$ cat src/rtl/owbr_pkg.sv
package owbr_pkg;
  localparam int unsigned BYTE_W = 8;
  localparam int unsigned CH_W   = 3;

  typedef enum logic [1:0] {PTR_STAT, PTR_DATA, PTR_CHAN, PTR_CFG} rptr_e;
  typedef enum logic [2:0] {OP_RST = 3'd0, OP_BIT = 3'd1, OP_WR = 3'd2,
                            OP_RD = 3'd3, OP_TRI = 3'd4} eng_op_e;
  typedef enum logic [2:0] {K_NONE, K_DEVRST, K_SETPTR, K_CHSEL, K_WRCFG,
                            K_WIRE} kind_e;

  typedef struct packed {
    logic dir, tsb, sbr, rst, ll, sd, ppd, busy;
  } stat_t;

  function automatic logic [BYTE_W-1:0] chan_wr_code(input logic [CH_W-1:0] n);
    return 8'hF0 - 8'(n) * 8'h0F;
  endfunction

  function automatic logic [BYTE_W-1:0] chan_rd_code(input logic [CH_W-1:0] n);
    return 8'hB8 - 8'(n) * 8'h07;
  endfunction
endpackage

$ cat src/rtl/owbr_cmd_dec.sv
module owbr_cmd_dec
  import owbr_pkg::*;
#(
  parameter int unsigned NUM_CH = 8
) (
  input  logic [BYTE_W-1:0] cmd_i,
  input  logic [BYTE_W-1:0] par_i,
  input  logic              par_valid_i,
  output kind_e             kind_o,
  output eng_op_e           op_o,
  output rptr_e             ptr_sel_o,
  output logic              ptr_ok_o,
  output logic [CH_W-1:0]   chan_idx_o,
  output logic              chan_ok_o,
  output logic              cfg_ok_o
);
  kind_e raw_kind;
  logic  needs_par;

  always_comb begin
    raw_kind  = K_NONE;
    op_o      = OP_RST;
    needs_par = 1'b1;
    unique case (cmd_i)
      8'hF0: begin raw_kind = K_DEVRST; needs_par = 1'b0; end
      8'hE1: raw_kind = K_SETPTR;
      8'hC3: raw_kind = K_CHSEL;
      8'hD2: raw_kind = K_WRCFG;
      8'hB4: begin raw_kind = K_WIRE; op_o = OP_RST; needs_par = 1'b0; end
      8'h87: begin raw_kind = K_WIRE; op_o = OP_BIT; end
      8'hA5: begin raw_kind = K_WIRE; op_o = OP_WR;  end
      8'h96: begin raw_kind = K_WIRE; op_o = OP_RD; needs_par = 1'b0; end
      8'h78: begin raw_kind = K_WIRE; op_o = OP_TRI; end
      default: raw_kind = K_NONE;
    endcase
    kind_o = (needs_par && !par_valid_i) ? K_NONE : raw_kind;
  end

  always_comb begin
    ptr_ok_o  = 1'b1;
    ptr_sel_o = PTR_STAT;
    unique case (par_i)
      8'hF0: ptr_sel_o = PTR_STAT;
      8'hE1: ptr_sel_o = PTR_DATA;
      8'hD2: ptr_sel_o = PTR_CHAN;
      8'hC3: ptr_sel_o = PTR_CFG;
      default: ptr_ok_o = 1'b0;
    endcase
  end

  always_comb begin
    chan_ok_o  = 1'b0;
    chan_idx_o = '0;
    for (int i = 0; i < NUM_CH; i++) begin
      if (par_i == chan_wr_code(CH_W'(i))) begin
        chan_ok_o  = 1'b1;
        chan_idx_o = CH_W'(i);
      end
    end
  end

  assign cfg_ok_o = (par_i[7:4] == ~par_i[3:0]);
endmodule

$ cat src/rtl/owbr_rd_mux.sv
module owbr_rd_mux
  import owbr_pkg::*;
(
  input  rptr_e             ptr_i,
  input  stat_t             stat_i,
  input  logic [BYTE_W-1:0] data_i,
  input  logic [CH_W-1:0]   chan_i,
  input  logic [3:0]        cfg_i,
  output logic [BYTE_W-1:0] rd_data_o
);
  always_comb begin
    unique case (ptr_i)
      PTR_STAT: rd_data_o = stat_i;
      PTR_DATA: rd_data_o = data_i;
      PTR_CHAN: rd_data_o = chan_rd_code(chan_i);
      default:  rd_data_o = {4'h0, cfg_i};
    endcase
  end
endmodule

$ cat src/rtl/owbr_cmd_core.sv
module owbr_cmd_core
  import owbr_pkg::*;
#(
  parameter int unsigned NUM_CH = 8
) (
  input  logic        clk_i,
  input  logic        rst_ni,
  input  logic        cmd_valid_i,
  input  logic [7:0]  cmd_i,
  input  logic        par_valid_i,
  input  logic [7:0]  par_i,
  input  logic        line_lvl_i,
  output logic [7:0]  rd_data_o,
  output logic [3:0]  cfg_o,
  output logic        eng_start_o,
  output logic [2:0]  eng_op_o,
  output logic [7:0]  eng_arg_o,
  output logic [2:0]  eng_chan_o,
  input  logic        eng_done_i,
  input  logic        eng_ppd_i,
  input  logic        eng_sd_i,
  input  logic        eng_sbr_i,
  input  logic        eng_tsb_i,
  input  logic        eng_dir_i,
  input  logic [7:0]  eng_rdata_i
);
  kind_e             kind;
  eng_op_e           dec_op;
  rptr_e             ptr_sel;
  logic              ptr_ok, chan_ok, cfg_ok;
  logic [CH_W-1:0]   chan_idx;

  rptr_e             ptr_q;
  logic [3:0]        cfg_q;
  logic [CH_W-1:0]   chan_q, eng_chan_q;
  logic [BYTE_W-1:0] data_q, arg_q;
  eng_op_e           op_q;
  logic              start_q, busy_q, rst_flag_q;
  logic              dir_q, tsb_q, sbr_q, sd_q, ppd_q;
  stat_t             stat;

  owbr_cmd_dec #(.NUM_CH(NUM_CH)) u_dec (
    .cmd_i      (cmd_i),
    .par_i      (par_i),
    .par_valid_i(par_valid_i),
    .kind_o     (kind),
    .op_o       (dec_op),
    .ptr_sel_o  (ptr_sel),
    .ptr_ok_o   (ptr_ok),
    .chan_idx_o (chan_idx),
    .chan_ok_o  (chan_ok),
    .cfg_ok_o   (cfg_ok)
  );

  assign stat = '{dir: dir_q, tsb: tsb_q, sbr: sbr_q, rst: rst_flag_q,
                  ll: line_lvl_i, sd: sd_q, ppd: ppd_q, busy: busy_q};

  owbr_rd_mux u_rd (
    .ptr_i    (ptr_q),
    .stat_i   (stat),
    .data_i   (data_q),
    .chan_i   (chan_q),
    .cfg_i    (cfg_q),
    .rd_data_o(rd_data_o)
  );

  always_ff @(posedge clk_i or negedge rst_ni) begin
    if (!rst_ni) begin
      ptr_q <= PTR_STAT; cfg_q <= '0; chan_q <= '0; eng_chan_q <= '0;
      data_q <= '0; arg_q <= '0; op_q <= OP_RST; start_q <= 1'b0;
      busy_q <= 1'b0; rst_flag_q <= 1'b1;
      dir_q <= 1'b0; tsb_q <= 1'b0; sbr_q <= 1'b0; sd_q <= 1'b0; ppd_q <= 1'b0;
    end else begin
      start_q <= 1'b0;
      // engine completion: load results by operation
      if (busy_q && eng_done_i) begin
        busy_q <= 1'b0;
        unique case (op_q)
          OP_RST: begin ppd_q <= eng_ppd_i; sd_q <= eng_sd_i; end
          OP_BIT: sbr_q <= eng_sbr_i;
          OP_TRI: begin sbr_q <= eng_sbr_i; tsb_q <= eng_tsb_i; dir_q <= eng_dir_i; end
          OP_RD:  data_q <= eng_rdata_i;
          default: ;
        endcase
      end
      if (cmd_valid_i) begin
        unique case (kind)
          K_DEVRST: begin
            ptr_q <= PTR_STAT; cfg_q <= '0; chan_q <= '0; busy_q <= 1'b0;
            rst_flag_q <= 1'b1;
            dir_q <= 1'b0; tsb_q <= 1'b0; sbr_q <= 1'b0; sd_q <= 1'b0; ppd_q <= 1'b0;
          end
          K_SETPTR: if (ptr_ok) ptr_q <= ptr_sel;
          K_CHSEL: if (chan_ok) begin
            chan_q <= chan_idx; ptr_q <= PTR_CHAN;
          end
          K_WRCFG: if (cfg_ok) begin
            cfg_q <= par_i[3:0]; ptr_q <= PTR_CFG; rst_flag_q <= 1'b0;
          end
          K_WIRE: if (!busy_q) begin
            ptr_q <= PTR_STAT; busy_q <= 1'b1; start_q <= 1'b1;
            op_q <= dec_op; arg_q <= par_i; eng_chan_q <= chan_q;
          end
          default: ;
        endcase
      end
    end
  end

  assign cfg_o       = cfg_q;
  assign eng_start_o = start_q;
  assign eng_op_o    = op_q;
  assign eng_arg_o   = arg_q;
  assign eng_chan_o  = eng_chan_q;

  // a launch is seen only on the cycle busy first rises
  a_r8_start_on_busy_rise: assert property (@(posedge clk_i) disable iff (!rst_ni)
    eng_start_o |-> (busy_q && !$past(busy_q)));
  // launch is a single-cycle pulse
  a_r8_start_pulse: assert property (@(posedge clk_i) disable iff (!rst_ni)
    eng_start_o |=> !eng_start_o);
  // wire command while busy gives no launch
  a_r9_busy_blocks: assert property (@(posedge clk_i) disable iff (!rst_ni)
    (cmd_valid_i && kind == K_WIRE && busy_q) |=> !eng_start_o);
  // done releases busy
  a_r10_done_clears: assert property (@(posedge clk_i) disable iff (!rst_ni)
    (busy_q && eng_done_i) |=> !busy_q);
  // without a command no register moves
  a_r7_idle_hold: assert property (@(posedge clk_i) disable iff (!rst_ni)
    !cmd_valid_i |=> ($stable(cfg_q) && $stable(chan_q) && $stable(ptr_q)));
  // channel never exceeds the configured count
  a_r6_chan_range: assert property (@(posedge clk_i) disable iff (!rst_ni)
    32'(chan_q) < NUM_CH);
endmodule

$ cat config.mk
export PLATFORM = sky130hd
export DESIGN_NAME = owbr_cmd_core
export DESIGN_NICKNAME = d
export VERILOG_FILES = /design/src/rtl/owbr_pkg.sv /design/src/rtl/owbr_cmd_dec.sv /design/src/rtl/owbr_rd_mux.sv /design/src/rtl/owbr_cmd_core.sv
export SDC_FILE = /design/constraint.sdc
export NUM_CORES = 1
export LEC_CHECK = 0
export ABC_AREA = 1
export BUFFER_PORTS_ARGS = -buffer_cell sky130_fd_sc_hd__buf_4
export CAP_MARGIN = 20
export CORE_MARGIN = 3
export CORE_UTILIZATION = 49
export CTS_CLUSTER_SIZE = 25
export DETAILED_ROUTE_END_ITERATION = 6
export PLACE_DENSITY = 0.77
export SETUP_SLACK_MARGIN = 0.3
export SYNTH_ARGS = -nofsm -noshare
export SYNTH_HDL_FRONTEND = slang
export SYNTH_HIERARCHICAL = 1
export SYNTH_SLANG_ARGS = --single-unit
$ cat constraint.sdc
create_clock -name clk_i -period 1.95 [get_ports clk_i]
set_clock_uncertainty 0.2 [all_clocks]
set_input_delay 0.0975 -clock clk_i [delete_from_list [all_inputs] [get_ports clk_i]]
set_output_delay 0.0975 -clock clk_i [all_outputs]
set_load 0.005 [all_outputs]
==> impl_results.md, run 1 <==
* Worst Path Required at roughly 1700 ps
* Commonest non-fill, non-tap cell in the layout: buf_4
* Most frequent cells in the layout: 77 x buf_4, 73 x nand2_1, 64 x inv_1, 33 x dfrtp_1, 25 x dlygate4sd3_1
* Yosys warning count at 6
* XOR/XNOR share of the synthesized area at 0.3343%
* Mux share of post-synthesis cell area at 0%
* Final core occ at between 90 and 100%
* Hpwl dp at 5038 um
* Post-synthesis compound-gate area fraction at 12.70%
* Adder-cell area share of the yosys netlist at 6.590%
* Status: finished, violations left
* Placed instance count at 516
* Routability cong. at between 0.8 and 0.9
* Yosys top cell area share at 36.29%
* Die W at slightly below 80 um
* Largest net degree at the start of global routing at 40
* Crit path capture type: primary output
* Top_reg_cell synth: dfrtp_1
* Hold Path Class: in -> async
* IO Port Bufs at 61
* Filler cells at 160
* First-pass GRT wire length at about 15000 um
* Simple-Gate Fraction of Synth Area at between 30% and 40%
* Total nets after synthesis at approximately 420
* Initial antenna violation count at 0
* Fin crit period at 2750 ps
* Total GRT Usage at 30.08%
* Routed WL per cell at 25.95 um
* Unique masters post-synth at 31
* Post-synth EDFFs at 0
* Worst Slack Setup Final at -799.9 ps
* Failing checks: design-rule violations, negative setup slack
* DR vias at 3830
* Core Area at 4942 um2
* Met1 usage at between 30% and 40%
* Fin. max-slew vios at 0
* Routed WL at approximately 15000 um
* Flops & latches, synth at 39
* Layout Cells excl Fill at ~580
* Global Route met3 Usage at 4.308%
* Crit start category: flop
* Total gr overflow at 0
* Arrival @ worst endpoint at between 2000 and 2500 ps
* Top cell type by total area after synthesis: dfrtp_1
* Clk_lat worst skew at 320 ps
* Fraction of registers with async set or reset after synthesis at 100.0%
* Final period utilization at 141.0%
* Sequential area share after synthesis at 37.30%
* Clock slew at reported path FFs at approximately 100 ps
* Max VDD drop at 0.4618 mV
* Pwr per Cell Area at 493.4 nW/um2
* Worst-margin pin slew at 529.6 ps
* DR vias/cell at between 6 and 7
* IO Count at 62
* CTS tree: yes
* CTS Buf Count at 5
* Final setup violation count at 21
* CTS max path bufs at 2
* 1st-iter DRT viols at 725
* Ant. Diodes at 0
* Die area at 6260 um2
* RSZ-0062 raised after global routing: yes
* Chip Height at about 80 um
* Drt first pass iters at 7
* Rel. slew slack at 64.69%
* Mapped Cells at between 300 and 400
* FP Rows at 25
* Largest family of logic cells by synthesized area: simple AND/OR/NAND/NOR gates
* Clock root cell: clkbuf_8
* Area grow syn2layout at 75.84%
* DRC Markers at 10
* GRT Max-Usage Layer: met2
* NumNets Final at 557
* Vias in the first global route at 3196
* Worst-path fanout max at 3
* Dominant cells by area after synthesis: dfrtp_1 36%, nand2_1 14%, inv_1 11%, nand3_1 5.7%, nor2_1 5.4%
* Setup CP Type: reg -> out
* Met2 GRT Util at a little over half
* FMAX at ~0.36 GHz
* Max Cap Viol at 0
* Clk sinks at 39
* Number of H-tree levels at 2
* Starting density of the core at 53.01%
* Leak at roughly 0.0023 uW
* Synthesized area per cell at 7.005 um2
* Share of cells above drive strength 1 at between 40% and 50%
* Routed Antenna Nets at 0
* Final Hold Viols at 0
* Mapped Area at 2620 um2
[Yosys cell counts (3+ instances only)]
| cell type | n |
|---|---|
| nand2_1 | 98 |
| inv_2 | 3 |
| nand4_1 | 6 |
| o2111ai_1 | 3 |
| nor2_1 | 38 |
| o21ai_0 | 28 |
| nor2_2 | 4 |
| a21oi_1 | 12 |
| nand3_1 | 30 |
| dfrtp_1 | 38 |
| inv_1 | 74 |
| fa_1 | 3 |
| ha_1 | 9 |
| o21ai_2 | 10 |
[what timing repair did]
item                                    CTS  global route
cloned                                    3             0
hold endpoints to repair                 67             0
buffers inserted                         18             8
endpoints found under the setup margin   23            39
resized for setup                        50           114
hold buffers                             25             0
pin swaps                                28            53
[routing by layer]
metal  share of wire, %  wire length (um)  vias up
li1                   -                 -     1439
met1                 32              4744     1777
met2                 45              6698      444
met3                 13              1965      170
met4                 11              1593        0
met5                  0                 0        -
[registers in the layout, summed over array words and instances (netlist names), 2 cells and up]
register / cells
ptr_q: 2
eng_arg_o: 8
eng_op_o: 3
data_q: 8
chan_q: 3
cfg_o: 4
eng_chan_o: 3
[area by class of cell]
cell class / instances / area (um2) / share of cell area (%)
Sequential cell: 39 / 983.4 / 21.35
Inverter: 77 / 304.0 / 6.600
Clock buffer: 5 / 68.82 / 1.494
Clock inverter: 3 / 43.79 / 0.9506
Timing Repair Buffer: 133 / 1277 / 27.73
Multi-Input combinational cell: 254 / 1846 / 40.06
Tap cell: 67 / 83.83 / 1.820
[power breakdown]
group	internal (uW)	leakage [uW]	switching, uW
clock network	382	0.0000581	356
logic	261	0.00183	312
registers	879	0.000435	82.6
[worst max-delay path: stages (launching register included)]
cell     delay [ps]
dfrtp_2         380
inv_2            40
fa_1            600
inv_1            70
ha_1            290
nand2_1          60
o21ai_2         170
nand3_2         120
nand3_1         130
nand3_1         110
buf_4           160
[metrics by stage]
| step | hold slack (ps) | worst slack [ps] | total power, uW | TNS [ps] | area (um2) |
|---|---|---|---|---|---|
| after floorplan | -398.1 | -101.8 | 1087 | -351.1 | 2681 |
| after global placement | -102.1 | -219.7 | 1320 | -913.7 | 3333 |
| after detailed placement | -92.42 | -265.0 | 1328 | -1328 | 3333 |
| after CTS | 114.9 | -575.2 | 2072 | -3187 | 4116 |
| after global routing | 148.4 | -854.2 | 2315 | -5796 | 4607 |
| final | 131.0 | -799.9 | 2273 | -4987 | 4607 |
[logic make-up (layout without fill, tap and decap cells)]
kind of cell	count (synthesis)	in the layout
and+or+nand+nor	185	185
buffers and inverters	81	218
AOI/OAI and AO/OA	56	56
DFF	39	39
adders and majority gates	12	12
xor gates and xnor gates	1	1
[worst paths after layout]
path                             from      endpoint  slack, ps  cells after the start
max                         chan_q[2]  rd_data_o[4]       -800                     10
min                            rst_ni  eng_arg_o[1]        130                      2
max reg2reg                    busy_q         dir_q        140                      5
min reg2reg                rst_flag_q    rst_flag_q        310                      2
max in group asynchronous      rst_ni      ptr_q[0]       1020                      2
min in group clk_i           par_i[4]     chan_q[0]        130                      6
Power figures use the tool's default switching activity.
==> inputs of run 2 (changes only) <==
==> constraint.sdc (replaced) <==
create_clock -name clk_i -period 1.95 [get_ports clk_i]
set_clock_uncertainty 0.2 [all_clocks]
set_input_delay 0.0975 -clock clk_i [delete_from_list [all_inputs] [get_ports clk_i]]
set_output_delay 0.0975 -clock clk_i [all_outputs]
set_load 0.01 [all_outputs]
==> run 2 against run 1 <==
The run ends with negative setup slack left. Final cell count shrank 2.1%. Via count shrank 15%. Largest power group unchanged. Highest routed layer unchanged. Final area shrank 3.2%. Critical endpoint is now rd_data_o[6]. Die area is the same. Non-clock buffer count shrank 12. Combinational power shrank 3%.
==> impl_results.md, run 2 (same netlist as run 1, synthesis figures left out) <==
* Status: finished, violations left
* Failing checks: negative setup slack
* Worst-margin pin slew at 519.9 ps (-9.656 ps)
* Worst R2R End: dir_q
* Ant. Diodes at 0 (unchanged)
* Clock root cell: clkbuf_8
* Flop pwr share at 40.8% (-1.5 points)
* Share of cells above drive strength 1 at 46.49% (+1.7 points)
* IO Count at 62 (unchanged)
* DRC Markers at 0 (-10)
* CTS max path bufs at 2 (unchanged)
* Placed instance count at 517 (+0.19%)
* Hpwl dp at 5135 um (+1.9%)
* Chip Height at 79.12 um (unchanged)
* Crit path capture type: primary output
* Comb power frac at 23.8% (-1.4 points)
* CTS Buf Count at 5 (unchanged)
* Die W at 79.12 um (unchanged)
* Total GRT Usage at 27.47% (-2.6 points)
* DR vias at 3265 (-15%)
* Most frequent cells in the layout: 71 x buf_4, 70 x nand2_1, 61 x inv_1, 33 x dfrtp_1, 24 x dlygate4sd3_1
* Clk_lat worst skew at 300 ps (-20 ps)
* FMAX at 0.3796 GHz (+4.4%)
* Max Cap Viol at 0 (unchanged)
* Crit. Startpoint: chan_q[1]
* Total gr overflow at 0 (unchanged)
* P_sw at 675.5 uW (-10%)
* Area post-placement at 3343 um2 (+0.30%)
* Routed WL per cell at 19.34 um (-25%)
* Final Hold Viols at 0 (unchanged)
* R2R Path Start: busy_q
* Max VDD drop at 0.7352 mV (+59%)
* Vias in the first global route at 3017 (-5.6%)
* Routed WL at 10950 um (-27%)
* Layout Cells excl Fill at 566 (-2.1%)
* Area grow syn2layout at 70.20%
* Crit start category: flop
* Setup TNS at -3761 ps (+1225 ps)
* IO Port Bufs at 61 (unchanged)
* Initial antenna violation count at 0 (unchanged)
* Commonest non-fill, non-tap cell in the layout: buf_4
* Core Area at 4942 um2 (unchanged)
* Sw frac at 28.88% (-4.1 points)
* Final core occ at 90.23% (-3.0 points)
* First-pass GRT wire length at 13590 um (-8.5%)
* Worst Path Required at 1650 ps (about the same)
* Hold Path Class: in -> reg
* Fin crit period at 2634 ps (-115.6 ps)
* R2R depth at 5 (unchanged)
* CTS tree: yes
* Leak at 0.002260 uW (-2.8%)
* 1st-iter DRT viols at 255 (-65%)
* Largest net degree at the start of global routing at 40 (unchanged)
* RSZ-0062 raised after global routing: yes
* Post-route cell area at 4459 um2 (-3.2%)
* Arrival @ worst endpoint at 2340 ps (-110 ps)
* FP Rows at 25 (unchanged)
* Final setup violation count at 6 (-71%)
* Clk network pwr share at 35.4% (+2.9 points)
* Crit path to: rd_data_o[6]
* Drt first pass iters at 4 (-3)
* FF-to-FF setup slack at 300 ps (+160 ps)
* Starting density of the core at 53.01% (unchanged)
* Final period utilization at 135.1% (-5.9 points)
* Clk sinks at 39 (unchanged)
* Worst Slack Setup Final at -684.3 ps (+115.6 ps)
* Routability cong. at 0.9499 (+6.5%)
* Worst hold stages at 6
* Die area at 6260 um2 (unchanged)
* DR vias/cell at 5.769 (-13%)
* Worst-path fanout max at 3 (unchanged)
* Overall power at 2339 uW (+2.9%)
* NumNets Final at 545 (-2.2%)
* Fin. max-slew vios at 0 (unchanged)
* Routed Antenna Nets at 0 (unchanged)
* Number of H-tree levels at 2 (unchanged)
* Rel. slew slack at 65.34% (+0.64 points)
* Pwr per Cell Area at 524.5 nW/um2 (+6.3%)
* Setup CP Type: reg -> out
* Internal power at 1663 uW (+9.3%)
* Clock slew at reported path FFs at 80 ps (-20 ps)
## run 2: cell count changes in the layout (fill, tap and decap cells not counted), moves of 3 or more
cell	before	now
nand3_1	15	9
nand3_2	11	17
o21ai_1	11	6
nand2_1	73	70
nand2_4	12	17
inv_1	64	61
buf_16	3	0
buf_4	77	71
nor2_1	15	20
inv_2	9	12
o21ai_2	13	17
nor2_4	21	14
## run 2: final cells by class
class                   instances  area (um2)
multi-input cells             254        1853
flip-flops and latches         39       983.4
clock buffers                   5       68.82
clock inverters                 3       67.56
inverters                      77       299.0
well taps                      67       83.83
repair buffers                121        1104
fillers                       209       483.0
## run 2: how the worst min path moves through the flow
stage               slack, ps     start        end
finish                     80  par_i[4]  chan_q[0]
global route              150    rst_ni  data_q[3]
CTS                        70  par_i[4]  chan_q[0]
detailed placement       -100    rst_ni  data_q[6]
global placement         -100    rst_ni  data_q[6]
floorplan                -400    rst_ni     busy_q
## run 2: per-stage QoR
stage | hold WS (ps) | setup WS [ps]
2_1_floorplan | -398.1 | -151.1
3_3_place_gp | -99.72 | -215.1
3_5_place_dp | -98.06 | -259.8
4_1_cts | 67.89 | -571.3
5_1_grt | 147.9 | -737.7
6_report | 83.60 | -684.3
## run 2: timing repair
item                                   4_1_cts  5_1_grt
gates cloned                                 2        1
gates resized for setup                     32      137
setup endpoints to repair                   22       39
endpoints found under the hold margin       66        0
hold buffers                                24        0
pin swaps                                   27       40
buffers inserted                             7        7
## run 2: worst max-delay path, stage by stage, from the launching register on
cell and delay, ps:
dfrtp_2 390, inv_2 60, fa_2 630, inv_2 60, ha_4 270, nand2_4 50
o21ai_4 140, nand3_2 110, nand3_2 100, nand3_2 90, buf_6 130
## run 2: per-layer routing
metal | vias to the layer above | share of wire (%) | GRT usage (%)
met4 | 0 | 4.8 | 9.450
met3 | 60 | 8.0 | 5.896
met2 | 236 | 50 | 50.25
met5 | - | 0 | 0
li1 | 1421 | - | -
met1 | 1548 | 37 | 31.42
## run 2: power by group through the flow
| stage | combinational (uW) | clock, uW | sequential, uW |
|---|---|---|---|
| 2_1_floorplan | 165 | 0 | 953 |
| 3_3_place_gp | 390 | 0 | 950 |
| 3_5_place_dp | 398 | 0 | 954 |
| 4_1_cts | 462 | 834 | 938 |
| 5_1_grt | 597 | 871 | 962 |
| 6_report | 557 | 828 | 954 |
==> inputs of run 3 (changes only) <==
--- a/config.mk
+++ b/config.mk
@@ -6,14 +6,15 @@
 export NUM_CORES = 1
 export LEC_CHECK = 0
 export ABC_AREA = 1
-export BUFFER_PORTS_ARGS = -buffer_cell sky130_fd_sc_hd__buf_4
 export CAP_MARGIN = 20
 export CORE_MARGIN = 3
-export CORE_UTILIZATION = 49
+export CORE_UTILIZATION = 51
 export CTS_CLUSTER_SIZE = 25
 export DETAILED_ROUTE_END_ITERATION = 6
-export PLACE_DENSITY = 0.77
+export DONT_BUFFER_PORTS = 1
+export PLACE_DENSITY = 0.69
 export SETUP_SLACK_MARGIN = 0.3
+export SLEW_MARGIN = 20
 export SYNTH_ARGS = -nofsm -noshare
 export SYNTH_HDL_FRONTEND = slang
 export SYNTH_HIERARCHICAL = 1
==> run 3 against run 2 <==
The run still ends with negative setup slack left. First-iteration DRC count decreased by 64%. Clock-buffer cell count increased by 1. Non-clock buffer count decreased by 67. Worst hold slack got worse by 74 ps. Wire length decreased by 35%. Sequential share of layout area increased by 4.7 points.
==> impl_results.md, run 3 (same netlist as run 1, synthesis figures left out) <==
* Clock root cell: clkbuf_8
* Hold Path Class: in -> reg
* Worst-margin pin slew at 427.4 ps (-92.54 ps)
* Post-route cell area at 3670 um2 (-18%)
* Hpwl dp at 4565 um (-11%)
* Clock slew at reported path FFs at 80 ps (about the same)
* Core Area at 4848 um2 (-1.9%)
* Placed instance count at 450 (-13%)
* Vias in the first global route at 2465 (-18%)
* CTS tree: yes
* Register area at 982.2 um2 (-0.13%)
* Crit path capture type: primary output
* Ant. Diodes at 0 (unchanged)
* R2R Path Start: busy_q
* Worst Path Required at 1650 ps (about the same)
* Max VDD drop at 0.3419 mV (-53%)
* Pwr per Cell Area at 492.0 nW/um2 (-6.2%)
* Layout Cells excl Fill at 499 (-12%)
* CTS max path bufs at 2 (unchanged)
* First-pass GRT wire length at 11250 um (-17%)
* Worst Slack Setup Final at -505.8 ps (+178.5 ps)
* Max Cap Viol at 0 (unchanged)
* Final period utilization at 125.9% (-9.2 points)
* Drt first pass iters at 4 (unchanged)
* Starting density of the core at 54.04% (+1.0 points)
* Initial antenna violation count at 0 (unchanged)
* Routed WL per cell at 14.25 um (-26%)
* Worst-path fanout max at 3 (unchanged)
* Total gr overflow at 0 (unchanged)
* DR vias at 2557 (-22%)
* FP Rows at 25 (unchanged)
* Crit path to: rd_data_o[4]
* IO Port Bufs at 0 (-100%)
* Fin crit period at 2456 ps (-178.5 ps)
* Die area at 6033 um2 (-3.6%)
* RSZ-0062 raised after global routing: yes
* Largest net degree at the start of global routing at 40 (unchanged)
* Die W at 77.68 um (-1.8%)
* IO Count at 62 (unchanged)
* Filler cells at 358 (+71%)
* Share of cells above drive strength 1 at 32.87% (-14 points)
* Rel. slew slack at 71.48% (+6.1 points)
* R2R depth at 5 (unchanged)
* Routed WL at 7113 um (-35%)
* DR vias/cell at 5.124 (-11%)
* FMAX at 0.4072 GHz (+7.3%)
* DRC Markers at 0 (unchanged)
* 1st-iter DRT viols at 93 (-64%)
* CTS Buf Count at 5 (unchanged)
* Arrival @ worst endpoint at 2160 ps (-180 ps)
* Routed Antenna Nets at 0 (unchanged)
* Final core occ at 75.69% (-15 points)
* Routability cong. at 0.8830 (-7.0%)
* Final Hold Viols at 0 (unchanged)
* Pre-CTS setup slack at -127.6 ps (+132.2 ps)
* Final setup violation count at 6 (unchanged)
* NumNets Final at 478 (-12%)
* Failing checks: negative setup slack
* Setup TNS at -2561 ps (+1201 ps)
* Setup CP Type: reg -> out
* Chip Height at 77.68 um (-1.8%)
* Clk sinks at 39 (unchanged)
* Area post-placement at 2840 um2 (-15%)
* Most frequent cells in the layout: 78 x nand2_1, 62 x inv_1, 34 x dfrtp_1, 25 x o21ai_0, 24 x dlygate4sd3_1
* FF-to-FF setup slack at 330 ps (+30 ps)
* Fin. max-slew vios at 0 (unchanged)
* Leak at 0.001853 uW (-18%)
* Number of H-tree levels at 2 (unchanged)
* Commonest non-fill, non-tap cell in the layout: nand2_1
* Crit. Startpoint: chan_q[2]
* Crit start category: flop
* Area grow syn2layout at 40.07%
* Worst R2R End: eng_arg_o[6]
* Clk_lat worst skew at 280 ps (-20 ps)
* Multi-input logic area at 1699 um2 (-8.3%)
* Total GRT Usage at 23.20% (-4.3 points)
* Status: finished, violations left
## run 3: changes by cell type in the layout (fill, tap and decap cells not counted), moves of 3 or more
cell | before | now
nand3_1 | 9 | 13
o21ai_0 | 15 | 25
o21ai_2 | 17 | 11
nand2_1 | 70 | 78
o21ai_1 | 6 | 3
buf_6 | 20 | 2
nand3_4 | 5 | 2
nand2_4 | 17 | 7
buf_4 | 71 | 23
## run 3: power breakdown
| group | switching, uW | internal, uW |
|---|---|---|
| combinational | 170 | 127 |
| clock | 295 | 250 |
| sequential | 83.9 | 879 |
| total | 549 | 1260 |
## run 3: critical path, cell delays in order, from the launching register on
cell     delay [ps]
dfrtp_2         370
inv_2            40
fa_2            620
inv_2            70
ha_4            260
nand2_2          50
o21ai_2         160
nand3_2         130
nand3_2         100
nand3_2          90
## run 3: how the worst min path moves through the flow
stage | start | endpoint | slack (ps) | depth (start not counted)
2_1_floorplan | rst_ni | busy_q | -400 | 0
3_3_place_gp | rst_ni | tsb_q | -400 | 0
4_1_cts | eng_done_i | data_q[1] | 10 | 3
3_5_place_dp | rst_ni | dir_q | -400 | 0
6_report | par_i[5] | eng_arg_o[5] | 9 | 3
5_1_grt | par_i[5] | eng_arg_o[5] | 40 | 3
## run 3: layout make-up
cell class	instances	area share [%]
clock inverters	2	0.3409
inverters	77	8.149
multi-input cells	254	46.30
flip-flops and latches	39	26.76
clock buffers	6	1.977
well taps	67	2.284
repair buffers	54	14.18
## run 3: repair_timing
item,4_1_cts,5_1_grt
cloned,0,2
pin swaps,3,37
resized for setup,3,91
hold buffers,26,1
buffers inserted,0,12
setup endpoints to repair,8,39
endpoints found under the hold margin,72,1
## run 3: metrics by stage
stage	hold slack [ps]	total power (uW)
detailed placement	-397.3	1170
floorplan	-398.1	1118
finish	9.228	1806
global route	36.23	1901
CTS	10.26	1772
global placement	-396.9	1164
## run 3: per-layer routing
metal / vias up / global-route usage (%) / share of wire, %
li1: 1280 / - / -
met1: 1192 / 30.13 / 42
met2: 79 / 39.30 / 52
met3: 6 / 4.524 / 5.0
met4: 0 / 6.406 / 1.1
met5: - / 0 / 0
